$ cat src/rtl/uart_regfront_pkg.sv
package uart_regfront_pkg;
  typedef enum logic [2:0] {
    SEL_ID0   = 3'd0,
    SEL_ID1   = 3'd1,
    SEL_ID2   = 3'd2,
    SEL_ID3   = 3'd3,
    SEL_DATA  = 3'd4,
    SEL_STAT  = 3'd5,
    SEL_BAUDL = 3'd6,
    SEL_BAUDH = 3'd7
  } reg_sel_e;

  localparam int B_FERR   = 0;
  localparam int B_OVF    = 1;
  localparam int B_RXIE   = 2;
  localparam int B_FULL   = 3;
  localparam int B_ROOM1  = 4;
  localparam int B_RXEMP  = 5;
  localparam int B_TXIE   = 6;
  localparam int B_TXEMP  = 7;
endpackage

$ cat src/rtl/urf_rx_fifo.sv
module urf_rx_fifo #(
  parameter int DW    = 8,
  parameter int DEPTH = 4
) (
  input  logic          clk,
  input  logic          rst,
  input  logic          push_req,
  input  logic [DW-1:0] din,
  input  logic          pop_req,
  output logic [DW-1:0] dout,
  output logic          full,
  output logic          room1,
  output logic          empty,
  output logic          drop
);
  localparam int PW = (DEPTH > 1) ? $clog2(DEPTH) : 1;
  localparam int CW = $clog2(DEPTH + 1);

  logic [DW-1:0] mem [DEPTH];
  logic [PW-1:0] wr_ptr, rd_ptr;
  logic [CW-1:0] cnt;
  logic do_push, do_pop;

  assign full    = (cnt == CW'(DEPTH));
  assign room1   = (cnt == CW'(DEPTH - 1));
  assign empty   = (cnt == '0);
  assign do_pop  = pop_req && !empty;
  assign do_push = push_req && (!full || do_pop);
  assign drop    = push_req && full && !do_pop;
  assign dout    = mem[rd_ptr];

  always_ff @(posedge clk) begin
    if (do_push) mem[wr_ptr] <= din;
  end

  always_ff @(posedge clk) begin
    if (rst) begin
      wr_ptr <= '0;
      rd_ptr <= '0;
      cnt    <= '0;
    end else begin
      if (do_push) wr_ptr <= (wr_ptr == PW'(DEPTH - 1)) ? '0 : wr_ptr + 1'b1;
      if (do_pop)  rd_ptr <= (rd_ptr == PW'(DEPTH - 1)) ? '0 : rd_ptr + 1'b1;
      case ({do_push, do_pop})
        2'b10:   cnt <= cnt + 1'b1;
        2'b01:   cnt <= cnt - 1'b1;
        default: cnt <= cnt;
      endcase
    end
  end

  assert_drop_keeps_full_R6: assert property (@(posedge clk) disable iff (rst)
    (push_req && full && !pop_req) |=> full);

  assert_pop_shrinks_R4: assert property (@(posedge clk) disable iff (rst)
    (pop_req && !empty && !push_req) |=> (cnt == $past(cnt) - 1'b1));
endmodule

$ cat src/rtl/urf_tx_hold.sv
module urf_tx_hold #(
  parameter int DW = 8
) (
  input  logic          clk,
  input  logic          rst,
  input  logic          load_req,
  input  logic [DW-1:0] din,
  input  logic          take,
  output logic          valid,
  output logic [DW-1:0] dout
);
  always_ff @(posedge clk) begin
    if (rst) begin
      valid <= 1'b0;
      dout  <= '0;
    end else if (valid) begin
      if (take) valid <= 1'b0;
    end else if (load_req) begin
      valid <= 1'b1;
      dout  <= din;
    end
  end

  assert_busy_write_ignored_R9: assert property (@(posedge clk) disable iff (rst)
    (valid && load_req) |=> $stable(dout));
endmodule

$ cat src/rtl/urf_status_ctl.sv
module urf_status_ctl
  import uart_regfront_pkg::*;
(
  input  logic       clk,
  input  logic       rst,
  input  logic       wr_stat,
  input  logic [7:0] wdata,
  input  logic       ferr_evt,
  input  logic       ovf_evt,
  input  logic       rx_empty,
  input  logic       tx_empty,
  output logic       rxie,
  output logic       txie,
  output logic       ferr,
  output logic       ovf,
  output logic       irq
);
  logic clr_ferr, clr_ovf, rx_cause, tx_cause;

  assign clr_ferr = wr_stat && !wdata[B_FERR];
  assign clr_ovf  = wr_stat && !wdata[B_OVF];
  assign rx_cause = rxie && (!rx_empty || ferr || ovf);
  assign tx_cause = txie && tx_empty;

  always_ff @(posedge clk) begin
    if (rst) begin
      rxie <= 1'b0;
      txie <= 1'b0;
      ferr <= 1'b0;
      ovf  <= 1'b0;
      irq  <= 1'b0;
    end else begin
      if (wr_stat) begin
        rxie <= wdata[B_RXIE];
        txie <= wdata[B_TXIE];
      end
      ferr <= ferr_evt || (ferr && !clr_ferr);
      ovf  <= ovf_evt  || (ovf  && !clr_ovf);
      irq  <= rx_cause || tx_cause;
    end
  end

  assert_tx_cause_irq_R10: assert property (@(posedge clk) disable iff (rst)
    (txie && tx_empty) |=> irq);

  assert_ovf_latches_R6: assert property (@(posedge clk) disable iff (rst)
    ovf_evt |=> ovf);

  assert_ferr_sticky_R7: assert property (@(posedge clk) disable iff (rst)
    (ferr && !wr_stat) |=> ferr);
endmodule

$ cat src/rtl/uart_regfront.sv
module uart_regfront
  import uart_regfront_pkg::*;
#(
  parameter int          ADDR_W  = 5,
  parameter int          RX_DEPTH = 4,
  parameter logic [31:0] ID_WORD = 32'h4B_52_55_01
) (
  input  logic              clk,
  input  logic              rst,
  input  logic              bus_sel,
  input  logic              bus_wr,
  input  logic [ADDR_W-1:0] bus_addr,
  input  logic [7:0]        bus_wdata,
  output logic [7:0]        bus_rdata,
  output logic              irq,
  input  logic              rx_valid,
  input  logic [7:0]        rx_data,
  input  logic              rx_frame_err,
  output logic              tx_valid,
  output logic [7:0]        tx_data,
  input  logic              tx_take,
  output logic [15:0]       baud_div
);
  localparam int DW = 8;

  reg_sel_e sel;
  logic     hit, rd_en, wr_en;
  logic     rx_pop, tx_load, wr_stat;
  logic [DW-1:0] rx_head;
  logic     rx_full, rx_room1, rx_empty, rx_drop;
  logic     rxie, txie, ferr, ovf;
  logic [7:0] stat_byte, rd_mux;
  logic [7:0] baud_lo, baud_hi;

  assign sel     = reg_sel_e'(bus_addr[4:2]);
  assign hit     = bus_sel && (bus_addr[1:0] == 2'b00);
  assign rd_en   = hit && !bus_wr;
  assign wr_en   = hit && bus_wr;
  assign rx_pop  = rd_en && (sel == SEL_DATA);
  assign tx_load = wr_en && (sel == SEL_DATA);
  assign wr_stat = wr_en && (sel == SEL_STAT);

  urf_rx_fifo #(.DW(DW), .DEPTH(RX_DEPTH)) u_rx (
    .clk(clk), .rst(rst), .push_req(rx_valid), .din(rx_data),
    .pop_req(rx_pop), .dout(rx_head), .full(rx_full), .room1(rx_room1),
    .empty(rx_empty), .drop(rx_drop)
  );

  urf_tx_hold #(.DW(DW)) u_tx (
    .clk(clk), .rst(rst), .load_req(tx_load), .din(bus_wdata),
    .take(tx_take), .valid(tx_valid), .dout(tx_data)
  );

  urf_status_ctl u_stat (
    .clk(clk), .rst(rst), .wr_stat(wr_stat), .wdata(bus_wdata),
    .ferr_evt(rx_frame_err), .ovf_evt(rx_drop), .rx_empty(rx_empty),
    .tx_empty(!tx_valid), .rxie(rxie), .txie(txie), .ferr(ferr), .ovf(ovf),
    .irq(irq)
  );

  always_comb begin
    stat_byte          = '0;
    stat_byte[B_FERR]  = ferr;
    stat_byte[B_OVF]   = ovf;
    stat_byte[B_RXIE]  = rxie;
    stat_byte[B_FULL]  = rx_full;
    stat_byte[B_ROOM1] = rx_room1;
    stat_byte[B_RXEMP] = rx_empty;
    stat_byte[B_TXIE]  = txie;
    stat_byte[B_TXEMP] = !tx_valid;
  end

  always_comb begin
    case (sel)
      SEL_ID0:   rd_mux = ID_WORD[7:0];
      SEL_ID1:   rd_mux = ID_WORD[15:8];
      SEL_ID2:   rd_mux = ID_WORD[23:16];
      SEL_ID3:   rd_mux = ID_WORD[31:24];
      SEL_DATA:  rd_mux = rx_empty ? 8'h00 : rx_head;
      SEL_STAT:  rd_mux = stat_byte;
      SEL_BAUDL: rd_mux = baud_lo;
      default:   rd_mux = baud_hi;
    endcase
  end

  always_ff @(posedge clk) begin
    if (rst) begin
      bus_rdata <= '0;
      baud_lo   <= '0;
      baud_hi   <= '0;
    end else begin
      if (rd_en) bus_rdata <= rd_mux;
      if (wr_en && sel == SEL_BAUDL) baud_lo <= bus_wdata;
      if (wr_en && sel == SEL_BAUDH) baud_hi <= bus_wdata;
    end
  end

  assign baud_div = {baud_hi, baud_lo};

  assert_empty_read_zero_R11: assert property (@(posedge clk) disable iff (rst)
    (rx_pop && rx_empty) |=> (bus_rdata == 8'h00));

  assert_full_flags_R5: assert property (@(posedge clk) disable iff (rst)
    $onehot0({rx_full, rx_room1, rx_empty}));
endmodule

$ cat config.mk
export PLATFORM = sky130hd
export DESIGN_NAME = uart_regfront
export DESIGN_NICKNAME = d
export VERILOG_FILES = /design/src/rtl/uart_regfront_pkg.sv /design/src/rtl/urf_rx_fifo.sv /design/src/rtl/urf_tx_hold.sv /design/src/rtl/urf_status_ctl.sv /design/src/rtl/uart_regfront.sv
export SDC_FILE = /design/constraint.sdc
export NUM_CORES = 1
export LEC_CHECK = 0
export ABC_AREA = 0
export BUFFER_PORTS_ARGS = -buffer_cell sky130_fd_sc_hd__buf_2
export CORE_MARGIN = 5
export CORE_UTILIZATION = 49
export DETAILED_ROUTE_END_ITERATION = 12
export PLACE_DENSITY_LB_ADDON = 0.05
export SLEW_MARGIN = 20
export SYNTH_ARGS = -nofsm -noshare
export SYNTH_HDL_FRONTEND = slang
export SYNTH_SLANG_ARGS = --single-unit
$ cat constraint.sdc
create_clock -name clk -period 2.5 [get_ports clk]
set_input_delay 0.25 -clock clk [delete_from_list [all_inputs] [get_ports clk]]
set_output_delay 0.25 -clock clk [all_outputs]
set_load 0.05 [all_outputs]
**Yosys cells after proc, flatten, opt, wreduce, memory -nomap -nowiden**

Memories as Yosys holds them, arrays and structs flattened. A register that Yosys moved wholly into a read port is not among the register bits.
Index checks and enable logic that the tools add are counted.

- Bits of input ports: 28
- Memories kept: 1
- Register bits after elaboration: 45
- Output and inout port bits: 34
- RAM bits: 32
- Logic and storage cells: 82

Memory list:

| memory | words | width | read ports | clocked after memory_dff | wr ports | line | source |
|---|---|---|---|---|---|---|---|
| u_rx.mem | 4 | 8 | 1 | 1 | 1 | urf_rx_fifo.sv:19 | `logic [DW-1:0] mem [DEPTH];` |

- Multiplexer cells: 12
- Reduce and logical (&&, ||, !) cells: 38
- Eq/ne operators: 13
- $add $sub $neg: 4
- Bitwise gates (word level): 1

Operators with widths:

| operator | number |
|---|---|
| 8-bit case mux with 7 select lines | 1 |
| 1-bit logical AND | 18 |
| 3-bit == test, second input constant | 5 |
| 3-bit by 2-bit == test with 1-bit output, second input constant | 3 |
| 1-bit zero test | 9 |
| 2-bit 2-to-1 mux | 4 |
| 8-bit 2-to-1 mux | 1 |
| 2-bit == test, second input constant | 3 |
| 3-bit zero test | 2 |
| 1-bit logical OR | 6 |
| 3-bit case mux with 2 select lines | 1 |
| 1-bit 2-to-1 mux | 5 |
| 2-bit by 1-bit adder with 2-bit output, second input constant | 2 |
| 3-bit by 1-bit adder with 3-bit output, second input constant | 1 |
| 3-bit by 1-bit == test with 1-bit output, second input constant | 1 |
| 3-bit by 1-bit subtractor with 3-bit output, second input constant | 1 |
| 2-bit by 1-bit == test with 1-bit output, second input constant | 1 |
| 2-bit zero test | 1 |
| 2-bit AND reduction | 1 |
| 2-bit nonzero test | 1 |
| 1-bit NOT | 1 |

**Longest topological paths before layout**

- Depth after elaboration: 9
- Mapped depth: 11
- Gate-level depth less buffers: 10

**Hierarchy**

Synthesis repeated with hierarchy kept, for this count alone.

- Cell total of the unflattened synthesis: 299
- Area total of the unflattened synthesis: 3567.2 um^2

By module, submodules not included:

| module | sequential area each (um^2) | cells each | area each (um^2) | times used |
|---|---|---|---|---|
| urf_rx_fifo | 1141.1 | 109 | 1745.4 | 1 |
| uart_regfront | 480.5 | 133 | 1221.2 | 1 |
| urf_tx_hold | 180.2 | 38 | 422.9 | 1 |
| urf_status_ctl | 100.1 | 19 | 177.7 | 1 |

**Worst setup path before layout**

No wires, ideal clock.

- Path kind: input-to-reg
- Start: input port bus_addr[2]
- End: register u_rx.cnt[2]
- Arrival: 2322 ps
- Path slack: 107 ps
- Cell stages on the path: 11
- Library setup time: 71 ps
- Buffers on the path: 1
- Cell sequence: buf_2 nor3b_2 a2111o_1 and2_1 inv_1 ha_1 inv_1 fa_1 xor2_1 or3_1 a21oi_1

- Cells in the longest elaborated chain, start to end: 7
- Elaborated cells on any way between the ends: 9
- Classes of those cells: eq/ne: 3; mux: 1; reduce/logical: 5

RTL lines:

| item | line | source |
|---|---|---|
| from (decl) | uart_regfront.sv:12 | `input logic [ADDR_W-1:0] bus_addr,` |
| 3-bit == test (*) | uart_regfront.sv:39 | `assign rx_pop = rd_en && (sel == SEL_DATA);` |
| 1-bit logical AND (*) | uart_regfront.sv:39 |  |
| 1-bit logical AND (*) | urf_rx_fifo.sv:27 | `assign do_pop = pop_req && !empty;` |
| 1-bit logical OR | urf_rx_fifo.sv:28 | `assign do_push = push_req && (!full \|\| do_pop);` |
| 1-bit logical AND | urf_rx_fifo.sv:28 |  |
| 2-bit by 1-bit == test with 1-bit output or 2-bit == test (tied branches) | urf_rx_fifo.sv:44 | `case ({do_push, do_pop})` |
| 3-bit case mux with 2 select lines or 2-bit nonzero test (tied branches) | n/a |  |
| to (signal assigned) | urf_rx_fifo.sv:45 | `2'b10: cnt <= cnt + 1'b1;` |
| to (signal assigned) | urf_rx_fifo.sv:46 | `2'b01: cnt <= cnt - 1'b1;` |
| to (signal assigned) | urf_rx_fifo.sv:47 | `default: cnt <= cnt;` |
| to (decl) | urf_rx_fifo.sv:21 | `logic [CW-1:0] cnt;` |

Mark *: on every way between the ends. The rest lies on a longest branch, timed or not.
A chain may end at the register's enable or synchronous reset.

**Worst setup path in the final report**

- Start: register u_rx.cnt[0]
- End: register u_rx.cnt[2]

- Cells in the longest elaborated chain, start to end: 7
- Elaborated cells on any way between the ends: 13
- Classes of those cells: add/sub: 2; eq/ne: 3; mux: 1; reduce/logical: 7

RTL lines:

| item | line | source |
|---|---|---|
| 3-bit zero test | urf_rx_fifo.sv:26 | `assign empty = (cnt == '0);` |
| 1-bit zero test | urf_rx_fifo.sv:27 |  |
| 1-bit logical AND | urf_rx_fifo.sv:27 |  |
| 1-bit logical OR | urf_rx_fifo.sv:28 |  |
| 1-bit logical AND | urf_rx_fifo.sv:28 |  |
| 2-bit by 1-bit == test with 1-bit output or 2-bit == test (tied branches) | urf_rx_fifo.sv:44 |  |
| 3-bit case mux with 2 select lines or 2-bit nonzero test (tied branches) | n/a |  |

Parallel ways exist; a longest one is shown, timed or not.

==> reports/results.ini <==
[global_routing]
first_global_vias=2268
antenna_found_initial=0
grt_pass1_wl_um=11800
track_usage=0.181
grt-ovfl-total=0
grt_max_degree=35

[synthesis]
synth.most_common_cell=dfxtp_1
synth_top_family_by_area=simple AND/OR/NAND/NOR gates
synth_area_um2=3340
synth_flop_cell=dfxtp_1
synth.distinct_cells=48
synth-seq-cells=79
synth-xor-area-share=0.00524
syn_inst=282
ys_async_sr_fraction=0
avgSynthCellArea_um2=11.9
synth.top_cell.area_share=0.288
synth_edf_count=32
yosysWarnings=0
yosys.area.top_type=edfxtp_1
ys_seq_area_frac=0.569
synth-compound-area-share=0.0925
synthTopCellsByCount=dfxtp_1, nor2_1, edfxtp_1, mux2i_1, o21ai_0
synth-adder-area-share=0.0285
yosys-top-cells-area=edfxtp_1, dfxtp_1, mux2i_1, mux4_2, nor2_1
synth-simple-area-share=0.137
syn_nets=317
synth_mux_area_frac=0.132

[clock_tree]
ctsHoldBuffers=0
h-tree-depth=3
cts_made_buffers=9
cts_tree=done
ctsResizeCount=0
clkLatencyLatePin_ns=0.34
path_clk_slew_ns=0.08
cts_root_buf=clkbuf_8
cts_sinks=79
post_cts_buffers=0
cts_buffer_depth=2

[floorplan]
initial_core_util=0.497
coreArea_um2=6720
die_x_um=92.6
io_pins=62
die_y_um=92.6
num_rows=30
dieArea_um2=8570

[pwr]
leakagePower_nw=1.76
peakVddDrop_mv=0.385
powerDensity_nw_per_um2=643

[sta]
tns_ns=0
fin_crit_sh=0.914
fin_skew_ns=0.00857
finalHoldViolCount=0
slew_headroom=0.592
fmax_mhz=438
finalCriticalPeriod_ns=2.28
tightest_slew_ns=0.610
rsz0062_at_grt=no
setup_violations=0
maxSlewViolCount=0

[worst_setup_path]
crit_arrival_ns=2.56
critPathKind=reg -> reg
worstPathMaxFanout=5
critPathCaptureType=flip-flop
critPathRequiredTime_ns=2.78
startpoint_type=flip-flop

[placement]
place.gp.congestion=0.824
io_buffer_count=61
dp_hpwl_um=5330

[routing]
routedWlPerCell_um=17.1
dr.pass1.iters=4
viasPerCell=5.43
drcViolationCount=0
vias=2353
routed_wl_um=7400
ant_nets=0
drt_iter0_markers=126

[status]
status=complete, no violations

[cells_and_area]
area_delta_synth_final_pct=18.2
drive_gt1_frac=0.280
final_nets=383
antennaDiodeCount=0
fill_cells=596
fin_util=0.588

[min_path]
min_path_type=in -> reg

[flow_run]
drv_cap=0

## layout make-up
type                    instances  area [um^2]  share of cell area
inverters                      12         45.0              0.0114
clock inverters                 6         68.8              0.0174
well taps                      80          100              0.0253
repair buffers                 72          388              0.0982
multi-input cells             174         1320               0.334
clock buffers                  10          128              0.0323
flip-flops and latches         79         1900               0.481
## cell families after synthesis
group / Yosys count
buffers and inverters: 29
AND/OR/NAND/NOR: 83
AO/OA/AOI/OAI: 48
multiplexers: 34
XOR/XNOR: 2
flip-flops: 79
adder cells (fa/ha/maj): 7
## worst max-delay path: stages, from the launching register on
cell	delay (ns)
dfxtp_1	0.36
a2111o_1	0.41
and2_1	0.18
inv_1	0.07
ha_1	0.15
inv_1	0.05
fa_1	0.37
xor2_1	0.18
or3_1	0.30
a21oi_1	0.14
## placed cells by master, fill, tap and decap left out, types with 2 or more instances in the layout
master and count:
nor2b_1 2, ha_1 6, or3_1 4, dfxtp_1 47
buf_4 11, clkbuf_8 9, nor3_1 6, clkinv_4 3
nand3_1 8, xor2_1 2, and2_1 2, o21ai_0 14
mux4_2 8, inv_1 11, and3_1 4, nand4_2 2
nand2b_1 4, a21oi_1 13, edfxtp_1 32, mux2i_1 26
nand3b_1 3, buf_2 61, nor2_1 34, clkinv_1 2
nor4_1 4, nand2_1 4, o31ai_1 5
## report_power, final
group | internal [W] | total [W] | switching [W] | leakage (nW)
logic | 0.0000763 | 0.000205 | 0.000129 | 0.991
registers | 0.00138 | 0.00139 | 0.0000164 | 0.674
clock network | 0.000467 | 0.000942 | 0.000475 | 0.0985
total | 0.00192 | 0.00254 | 0.000620 | 1.76
## state kept, by name, indices dropped and copies added (netlist names), named ones only
| signal | cells |
|---|---|
| u_tx.dout | 8 |
| u_stat.rxie | 1 |
| bus_rdata | 8 |
| u_tx.valid | 1 |
| u_stat.ferr | 1 |
| u_stat.ovf | 1 |
| u_rx.mem | 32 |
| u_rx.rd_ptr | 2 |
| baud_hi | 8 |
| u_stat.irq | 1 |
| u_rx.wr_ptr | 2 |
| u_rx.cnt | 3 |
| u_stat.txie | 1 |
| baud_lo | 8 |
## metal layers
metal / vias to the layer above / global-route usage / part of all wire / routed length [um]
met2: 59 / 0.302 / 0.49 / 3650
met4: 0 / 0.0730 / 0.011 / 82
met5: - / 0 / 0 / 0
met1: 1116 / 0.231 / 0.45 / 3300
met3: 7 / 0.0349 / 0.049 / 365
li1: 1171 / - / - / -
## per-stage QoR
step	power (W)	worst slack, ns	hold WS [ns]	instances	cell area, um^2
5_1_grt	0.00266	0.102	0.0970	433	3950
3_3_place_gp	0.00163	0.103	0.466	417	3750
6_report	0.00254	0.216	0.112	433	3950
2_1_floorplan	0.00155	0.107	0.349	282	3340
3_5_place_dp	0.00163	0.0553	0.468	417	3750
4_1_cts	0.00257	0.208	0.0983	433	3950
## final timing paths
path	from	endpoint	slack [ns]	cells past startpoint
min	rx_data[0]	u_rx.mem[3][0]	0.11	1
max	u_rx.cnt[0]	u_rx.cnt[2]	0.22	9
max reg2reg	u_rx.cnt[0]	u_rx.cnt[2]	0.22	9
min reg2reg	u_rx.rd_ptr[1]	flip-flop	0.48	2
No activity file was read; power rests on OpenSTA's default activity.
